<file path="src/rtl/adc_rb_pkg.sv">
package adc_rb_pkg;

  localparam int WORD_W    = 24;
  localparam int BYTE_W    = 8;
  localparam int ADDR_W    = 5;
  localparam int NUM_CH    = 6;
  localparam int NUM_CTRL  = 5;
  localparam int STAT_IDX  = 3;   // status/communication word, address NUM_CH+3
  localparam int BYTES_PER_WORD = WORD_W / BYTE_W;

  typedef enum logic [1:0] {
    RM_SAME = 2'd0,
    RM_PAIR = 2'd1,
    RM_BANK = 2'd2,
    RM_ALL  = 2'd3
  } rd_mode_e;

  // Address that follows the last byte of a word.
  function automatic logic [ADDR_W-1:0] next_addr(rd_mode_e mode, logic [ADDR_W-1:0] a,
                                                  int n_ch, int last);
    int ai;
    int r;
    bit in_ch;
    ai    = int'(a);
    in_ch = ai < n_ch;
    r     = ai;
    if (ai <= last) begin
      case (mode)
        RM_SAME: r = ai;
        RM_PAIR: begin
          if (in_ch) r = ai ^ 1;
          else       r = (ai == last) ? n_ch : ai + 1;
        end
        RM_BANK: begin
          if (in_ch) r = (ai == n_ch - 1) ? 0 : ai + 1;
          else       r = (ai == last) ? n_ch : ai + 1;
        end
        default:     r = (ai == last) ? 0 : ai + 1;
      endcase
    end
    return ADDR_W'(r);
  endfunction

endpackage

</file>
<file path="src/rtl/adc_rb_results.sv">
module adc_rb_results
  import adc_rb_pkg::*;
#(
  parameter int N_CH = NUM_CH,
  parameter int W    = WORD_W,
  localparam int IW  = (N_CH > 1) ? $clog2(N_CH) + 1 : 1
) (
  input  logic            clk,
  input  logic            rst_n,
  input  logic            dr_strobe,
  input  logic [N_CH*W-1:0] dr_data,
  input  logic [IW-1:0]   rd_idx,
  output logic [W-1:0]    rd_word
);

  logic [W-1:0]      live [N_CH];
  logic [N_CH*W-1:0] live_flat;

  for (genvar c = 0; c < N_CH; c++) begin : g_ch
    always_ff @(posedge clk or negedge rst_n) begin
      if (!rst_n)         live[c] <= '0;
      else if (dr_strobe) live[c] <= dr_data[c*W +: W];
    end
    assign live_flat[c*W +: W] = live[c];
  end

  // A strobe in the same cycle as a capture hands the newest sample through.
  always_comb begin
    rd_word = '0;
    if (int'(rd_idx) < N_CH) begin
      if (dr_strobe) rd_word = dr_data[int'(rd_idx)*W +: W];
      else           rd_word = live[int'(rd_idx)];
    end
  end

  // results change only in strobe cycles
  a_r2_results_only_on_strobe: assert property (@(posedge clk) disable iff (!rst_n)
    !dr_strobe |=> $stable(live_flat));

endmodule

</file>
<file path="src/rtl/adc_rb_ctrl.sv">
module adc_rb_ctrl
  import adc_rb_pkg::*;
#(
  parameter int N_CTRL = NUM_CTRL,
  parameter int W      = WORD_W,
  parameter int S_IDX  = STAT_IDX,
  localparam int IW    = $clog2(N_CTRL) + 1
) (
  input  logic          clk,
  input  logic          rst_n,
  input  logic          we,
  input  logic [IW-1:0] widx,
  input  logic [W-1:0]  wword,
  input  logic [IW-1:0] ridx,
  output logic [W-1:0]  rword,
  output logic [1:0]    mode
);

  logic [W-1:0]        regs [N_CTRL];
  logic [N_CTRL*W-1:0] ctrl_flat;

  for (genvar k = 0; k < N_CTRL; k++) begin : g_reg
    always_ff @(posedge clk or negedge rst_n) begin
      if (!rst_n)                          regs[k] <= '0;
      else if (we && int'(widx) == k)      regs[k] <= wword;
    end
    assign ctrl_flat[k*W +: W] = regs[k];
  end

  assign rword = (int'(ridx) < N_CTRL) ? regs[int'(ridx)] : '0;
  assign mode  = regs[S_IDX][W-1 -: 2];

  // control words move only on a committed write
  a_r6_ctrl_only_on_write: assert property (@(posedge clk) disable iff (!rst_n)
    !we |=> $stable(ctrl_flat));

endmodule

</file>
<file path="src/rtl/adc_rb_seq.sv">
module adc_rb_seq
  import adc_rb_pkg::*;
#(
  parameter int W     = WORD_W,
  parameter int BW    = BYTE_W,
  parameter int AW    = ADDR_W,
  parameter int N_CH  = NUM_CH,
  parameter int LAST  = NUM_CH + NUM_CTRL - 1,
  localparam int NB   = W / BW,
  localparam int XW   = $clog2(NB) + 1,
  localparam int WBW  = W - BW
) (
  input  logic          clk,
  input  logic          rst_n,
  input  logic          start,
  input  logic          stop,
  input  logic          rw,
  input  logic [AW-1:0] addr_in,
  input  logic          byte_req,
  input  logic [BW-1:0] wdata,
  input  logic [1:0]    mode,
  input  logic [W-1:0]  rd_word,
  output logic [AW-1:0] cur_addr,
  output logic [BW-1:0] rdata,
  output logic          rd_fire,
  output logic          wr_commit,
  output logic [W-1:0]  wr_word
);

  logic          active_q;
  logic          rw_q;
  logic [AW-1:0] addr_q;
  logic [XW-1:0] idx_q;
  logic [W-1:0]  hold_q;
  logic [WBW-1:0] wbuf_q;
  logic [BW-1:0] rdata_q;

  logic byte_fire;
  logic last_byte;
  logic word_done;
  rd_mode_e mode_e;

  assign mode_e    = rd_mode_e'(mode);
  assign byte_fire = active_q && byte_req && !start && !stop;
  assign last_byte = int'(idx_q) == NB - 1;
  assign word_done = byte_fire && last_byte;
  assign rd_fire   = byte_fire && !rw_q;
  assign wr_commit = word_done && rw_q;
  assign wr_word   = {wbuf_q, wdata};

  always_ff @(posedge clk or negedge rst_n) begin
    if (!rst_n) begin
      active_q <= 1'b0;
      rw_q     <= 1'b0;
      addr_q   <= '0;
      idx_q    <= '0;
      hold_q   <= '0;
      wbuf_q   <= '0;
      rdata_q  <= '0;
    end else if (start) begin
      active_q <= 1'b1;
      rw_q     <= rw;
      addr_q   <= addr_in;
      idx_q    <= '0;
    end else if (stop) begin
      active_q <= 1'b0;
      idx_q    <= '0;
    end else if (byte_fire) begin
      if (!rw_q) begin
        if (idx_q == '0) begin
          rdata_q <= rd_word[W-1 -: BW];
          hold_q  <= rd_word << BW;
        end else begin
          rdata_q <= hold_q[W-1 -: BW];
          hold_q  <= hold_q << BW;
        end
      end else begin
        wbuf_q <= (wbuf_q << BW) | WBW'(wdata);
      end
      if (last_byte) begin
        idx_q  <= '0;
        addr_q <= next_addr(mode_e, addr_q, N_CH, LAST);
      end else begin
        idx_q <= idx_q + 1'b1;
      end
    end
  end

  assign cur_addr = addr_q;
  assign rdata    = rdata_q;

  // nothing moves outside a transaction
  a_r12_idle_quiet: assert property (@(posedge clk) disable iff (!rst_n)
    (!active_q && !start) |=> ($stable(addr_q) && $stable(rdata_q)));
  a_r5_idx_in_range: assert property (@(posedge clk) disable iff (!rst_n)
    int'(idx_q) < NB);
  // repeat mode keeps the address
  a_r8_same_holds: assert property (@(posedge clk) disable iff (!rst_n)
    (word_done && mode_e == RM_SAME) |=> $stable(addr_q));
  // pair mode stays in the pair
  a_r9_pair_stays: assert property (@(posedge clk) disable iff (!rst_n)
    (word_done && mode_e == RM_PAIR && int'(addr_q) < N_CH)
      |=> (addr_q[AW-1:1] == $past(addr_q[AW-1:1])));
  // bank mode stays among the channel results
  a_r10_bank_stays: assert property (@(posedge clk) disable iff (!rst_n)
    (word_done && mode_e == RM_BANK && int'(addr_q) < N_CH) |=> int'(addr_q) < N_CH);
  // the counter never leaves the map once inside it
  a_r11_stays_in_map: assert property (@(posedge clk) disable iff (!rst_n)
    (word_done && int'(addr_q) <= LAST) |=> int'(addr_q) <= LAST);

endmodule

</file>
<file path="src/rtl/adc_regbank.sv">
module adc_regbank
  import adc_rb_pkg::*;
#(
  parameter int N_CH   = NUM_CH,
  parameter int N_CTRL = NUM_CTRL,
  parameter int W      = WORD_W,
  parameter int BW     = BYTE_W,
  parameter int AW     = ADDR_W,
  localparam int LAST  = N_CH + N_CTRL - 1,
  localparam int CH_IW = $clog2(N_CH) + 1,
  localparam int CT_IW = $clog2(N_CTRL) + 1
) (
  input  logic              clk,
  input  logic              rst_n,
  input  logic              dr_strobe,
  input  logic [N_CH*W-1:0] dr_data,
  input  logic              hst_start,
  input  logic              hst_stop,
  input  logic              hst_rw,
  input  logic [AW-1:0]     hst_addr,
  input  logic              hst_byte_req,
  input  logic [BW-1:0]     hst_wdata,
  output logic [BW-1:0]     hst_rdata
);

  logic [AW-1:0]    cur_addr;
  logic [W-1:0]     res_word, ctl_word, sel_word, wr_word;
  logic [1:0]       mode;
  logic             rd_fire, wr_commit, ctrl_we;
  logic             in_ch, in_ctrl;
  logic [CH_IW-1:0] ch_idx;
  logic [CT_IW-1:0] ct_idx;

  assign in_ch   = int'(cur_addr) < N_CH;
  assign in_ctrl = !in_ch && int'(cur_addr) <= LAST;
  assign ch_idx  = in_ch   ? CH_IW'(cur_addr) : CH_IW'(N_CH);
  assign ct_idx  = in_ctrl ? CT_IW'(int'(cur_addr) - N_CH) : CT_IW'(N_CTRL);
  assign ctrl_we = wr_commit && in_ctrl;

  always_comb begin
    if (in_ch)        sel_word = res_word;
    else if (in_ctrl) sel_word = ctl_word;
    else              sel_word = '0;
  end

  adc_rb_results #(.N_CH(N_CH), .W(W)) u_res (
    .clk(clk), .rst_n(rst_n), .dr_strobe(dr_strobe), .dr_data(dr_data),
    .rd_idx(ch_idx), .rd_word(res_word)
  );

  adc_rb_ctrl #(.N_CTRL(N_CTRL), .W(W), .S_IDX(STAT_IDX)) u_ctl (
    .clk(clk), .rst_n(rst_n), .we(ctrl_we), .widx(ct_idx), .wword(wr_word),
    .ridx(ct_idx), .rword(ctl_word), .mode(mode)
  );

  adc_rb_seq #(.W(W), .BW(BW), .AW(AW), .N_CH(N_CH), .LAST(LAST)) u_seq (
    .clk(clk), .rst_n(rst_n), .start(hst_start), .stop(hst_stop), .rw(hst_rw),
    .addr_in(hst_addr), .byte_req(hst_byte_req), .wdata(hst_wdata), .mode(mode),
    .rd_word(sel_word), .cur_addr(cur_addr), .rdata(hst_rdata), .rd_fire(rd_fire),
    .wr_commit(wr_commit), .wr_word(wr_word)
  );

  // a committed write never lands on a result or an unmapped address
  a_r6_write_target_ok: assert property (@(posedge clk) disable iff (!rst_n)
    ctrl_we |-> (int'(cur_addr) >= N_CH && int'(cur_addr) <= LAST));
  // unmapped reads give zero and keep the address
  a_r7_unmapped_zero: assert property (@(posedge clk) disable iff (!rst_n)
    (rd_fire && int'(cur_addr) > LAST) |=> (hst_rdata == '0 && $stable(cur_addr)));

endmodule

</file>
<file path="config.mk">
export PLATFORM = sky130hd
export DESIGN_NAME = adc_regbank
export DESIGN_NICKNAME = d
export VERILOG_FILES = /design/src/rtl/adc_rb_pkg.sv /design/src/rtl/adc_rb_results.sv /design/src/rtl/adc_rb_ctrl.sv /design/src/rtl/adc_rb_seq.sv /design/src/rtl/adc_regbank.sv
export SDC_FILE = /design/constraint.sdc
export NUM_CORES = 1
export LEC_CHECK = 0
export ABC_AREA = 1
export CAP_MARGIN = 10
export CORE_ASPECT_RATIO = 0.5
export CORE_MARGIN = 2
export CORE_UTILIZATION = 62
export DETAILED_ROUTE_END_ITERATION = 8
export PLACE_DENSITY = 0.86
export SYNTH_ARGS = -nofsm -noshare
export SYNTH_HDL_FRONTEND = slang
export SYNTH_SLANG_ARGS = --single-unit
</file>
<file path="constraint.sdc">
create_clock -name clk -period 8.12 [get_ports clk]
set_clock_uncertainty 0.15 [all_clocks]
set_input_delay 1.624 -clock clk [delete_from_list [all_inputs] [get_ports clk]]
set_output_delay 1.624 -clock clk [all_outputs]
set_load 0.1 [all_outputs]
</file>
==> out/metrics.cfg <==
[layout]
drive_above_1_share = 0.0418
antennaDiodeCount = 0
fin_area_mm2 = 0.0189
final_nets = 2520
syn2layout_area_growth_pct = 17.1
fin_util = 0.744
fin_cells = 2712

[outcome]
outcome = complete, no violations

[worst_setup_path]
worst_setup_path_start_kind = register
required_ns = 8.44
r2r_setup_slack_ns = 3.42
cp-end-kind = register
arrival_ns = 5.02
path_class = register to register
path_max_fanout = 52

[timing]
whs_ns = 0.320
hold_violations = 0
clock.fmax_ghz = 0.213
maxSlewViolCount = 0
finalCritPeriodShare = 0.578
grt_setup_unrepaired = false
finalSetupViolCount = 0
timing_worst_slew_pin_value_ns = 1.07
min_period_ns = 4.70
maxSlewHeadroom = 0.287
setup_tns_ns = 0
fin_ws_ns = 3.42

[die]
start_util = 0.635
fp-row-count = 41
die-area_mm2 = 0.0274
fp.coreArea_mm2 = 0.0254
die_h_um = 118
die_x_um = 232
ios = 172

[synthesis]
synth_cell_types = 34
syn_inst = 2256
yosysWarnings = 0
synth_seq_cells = 314
mappedNetlistArea_mm2 = 0.0161
syn_nets = 2428
synth.yosys.seq_area_share = 0.487
avgSynthCellArea_um2 = 7.15

[clocking]
clock_latency_ns = 0.56
cts_buffers = 28
cts_root_buf = clkbuf_16
hold_buffers = 0
path_clk_slew_ns = 0.07
cts_max_level = 1
clockBufferDepth = 3
cts_sinks = 314
cts_tree = yes
post_cts_resized = 0
post_cts_buffers = 0

[global_route]
grt_max_degree = 145
globalRouteTotalUtil = 0.326
first_global_vias = 13900
grt_pass1_wl_um = 71800
grt_overflow = 0
antenna_found_initial = 0

[power]
p_sw_mw = 1.23
finalPower_mw = 4.02
comb_power_share = 0.206
ir_drop_mv = 0.148
p_seq_frac = 0.433
power.internal_mw = 2.79
netSwitchingFraction = 0.307
p_clk_frac = 0.362
p_leak_nw = 9.47
powerDensity_mw_per_mm2 = 213

[placed_design]
gp_congestion = 0.866
hpwl_um = 27900
dpl.cell_count = 2662
portBuffers = 171
post_dp_cell_area_mm2 = 0.0179
dpl_worst_slack_ns = 3.11

[drt]
dr_total_vias = 15000
initialDrtViolationCount = 1955
drc = 0
via_per_inst = 5.52
firstDrtPassIters = 5
ant_nets = 0
wirelength_um = 44100
routedWlPerCell_um = 16.3

[flow_run]
maxCapViolCount = 0

[min_path]
hold_path.class = register to register

[area by class of cell]
cell class | instances | area, um2
fill | 1899 | 6510
timing repair buffer | 191 | 1880
tap | 344 | 430
clock buffer | 37 | 796
multi-input combinational | 1577 | 6840
clock inverter | 13 | 196
inverter | 236 | 888
sequential | 314 | 7860
[Yosys cell counts]
master | number | area [um2]
nand2_1 | 961 | 3610
dfrtp_1 | 314 | 7860
inv_1 | 228 | 856
nand3_1 | 143 | 716
nor2_1 | 134 | 503
o21ai_1 | 116 | 581
clkbuf_1 | 85 | 319
o21ai_0 | 78 | 390
nand4_1 | 55 | 344
buf_2 | 35 | 175
o211ai_1 | 27 | 203
a21oi_1 | 17 | 85.1
or2_2 | 9 | 56.3
ha_1 | 8 | 100
a31oi_1 | 6 | 37.5
inv_2 | 6 | 22.5
buf_1 | 4 | 15.0
buf_4 | 3 | 22.5
nand2_2 | 3 | 18.8
nor2_2 | 3 | 18.8
nor2_4 | 3 | 33.8
buf_6 | 2 | 22.5
clkinv_1 | 2 | 7.51
nand2_4 | 2 | 22.5
o21a_1 | 2 | 15.0
xor2_1 | 2 | 17.5
a22oi_1 | 1 | 7.51
a311oi_1 | 1 | 8.76
nand3_2 | 1 | 10.0
nor3_2 | 1 | 10.0
nor3_4 | 1 | 16.3
o311ai_0 | 1 | 8.76
o31ai_1 | 1 | 7.51
xnor2_1 | 1 | 8.76
[registers in the layout (all words and copies together) (netlist names)]
signal and flops:
u_seq.rw_q 1, u_seq.idx_q 3, u_ctl.mode 2, u_ctl.ctrl_flat 118, u_seq.hold_q 16, u_seq.rdata 8, u_res.live 144, u_seq.active_q 1
u_seq.wbuf_q 16, u_seq.cur_addr 5
[path summary, 6_finish.rpt]
kind	endpoint	depth (start not counted)	from
worst min register to register	u_res.live[38]	2	u_res.live[38]
worst max-delay path	u_ctl.ctrl_flat[41]	13	u_seq.cur_addr[1]
min in group asynchronous	u_ctl.ctrl_flat[28]	1	rst_n
worst min-delay path	u_res.live[38]	2	u_res.live[38]
worst max register to register	u_ctl.ctrl_flat[41]	13	u_seq.cur_addr[1]
max in group asynchronous	u_res.live[71]	2	rst_n
[power by group through the flow]
stage	logic (mW)	registers, mW	clock network, mW
final	0.828	1.74	1.45
after detailed placement	0.808	1.76	0
after floorplan	0.462	1.81	0
after CTS	0.818	1.74	1.46
after global placement	0.799	1.76	0
after global routing	0.914	1.75	1.53
[metal layers]
| layer | global-route usage | wire (um) |
|---|---|---|
| met1 | 0.481 | 19200 |
| met2 | 0.490 | 19500 |
| met3 | 0.0727 | 4420 |
| met4 | 0.0785 | 941 |
| met5 | 0 | 0 |
[kinds of logic after synthesis]
family,synth area share
compound gates,0.0833
fa+ha+maj,0.00621
xor+xnor,0.00163
flops,0.487
buf+inv,0.0893
simple gates,0.332
[critical path, cell delays in order (launching register included)]
cell     delay, ns
dfrtp_1       0.66
inv_1         0.52
ha_1          0.23
inv_1         0.04
nand2_1       0.05
nand2_1       0.09
nand2_4       0.49
nand2_4       0.18
nor2_4        0.68
inv_2         0.49
nand4_1       0.24
buf_4         0.49
nand2_1       0.13
o21ai_1       0.12
[placed cells by master (no fill, tap or decap), types with 2 or more instances in the layout]
cell	count
o211ai_1	27
inv_2	6
bufinv_16	5
clkbuf_8	4
nor2_4	3
nor2_1	134
or2_2	9
a21oi_1	17
o21ai_1	116
clkbuf_1	4
nand2_4	2
dfrtp_1	314
o21ai_0	78
nand4_1	55
nand3_1	142
clkdlybuf4s50_1	169
ha_1	8
nand2_1	961
clkbuf_16	29
clkinv_2	6
nand2_2	3
o21a_1	2
nor2_2	3
clkinv_1	2
inv_1	227
buf_4	20
xor2_1	2
a31oi_1	6
(Power assumes the default switching activity.)
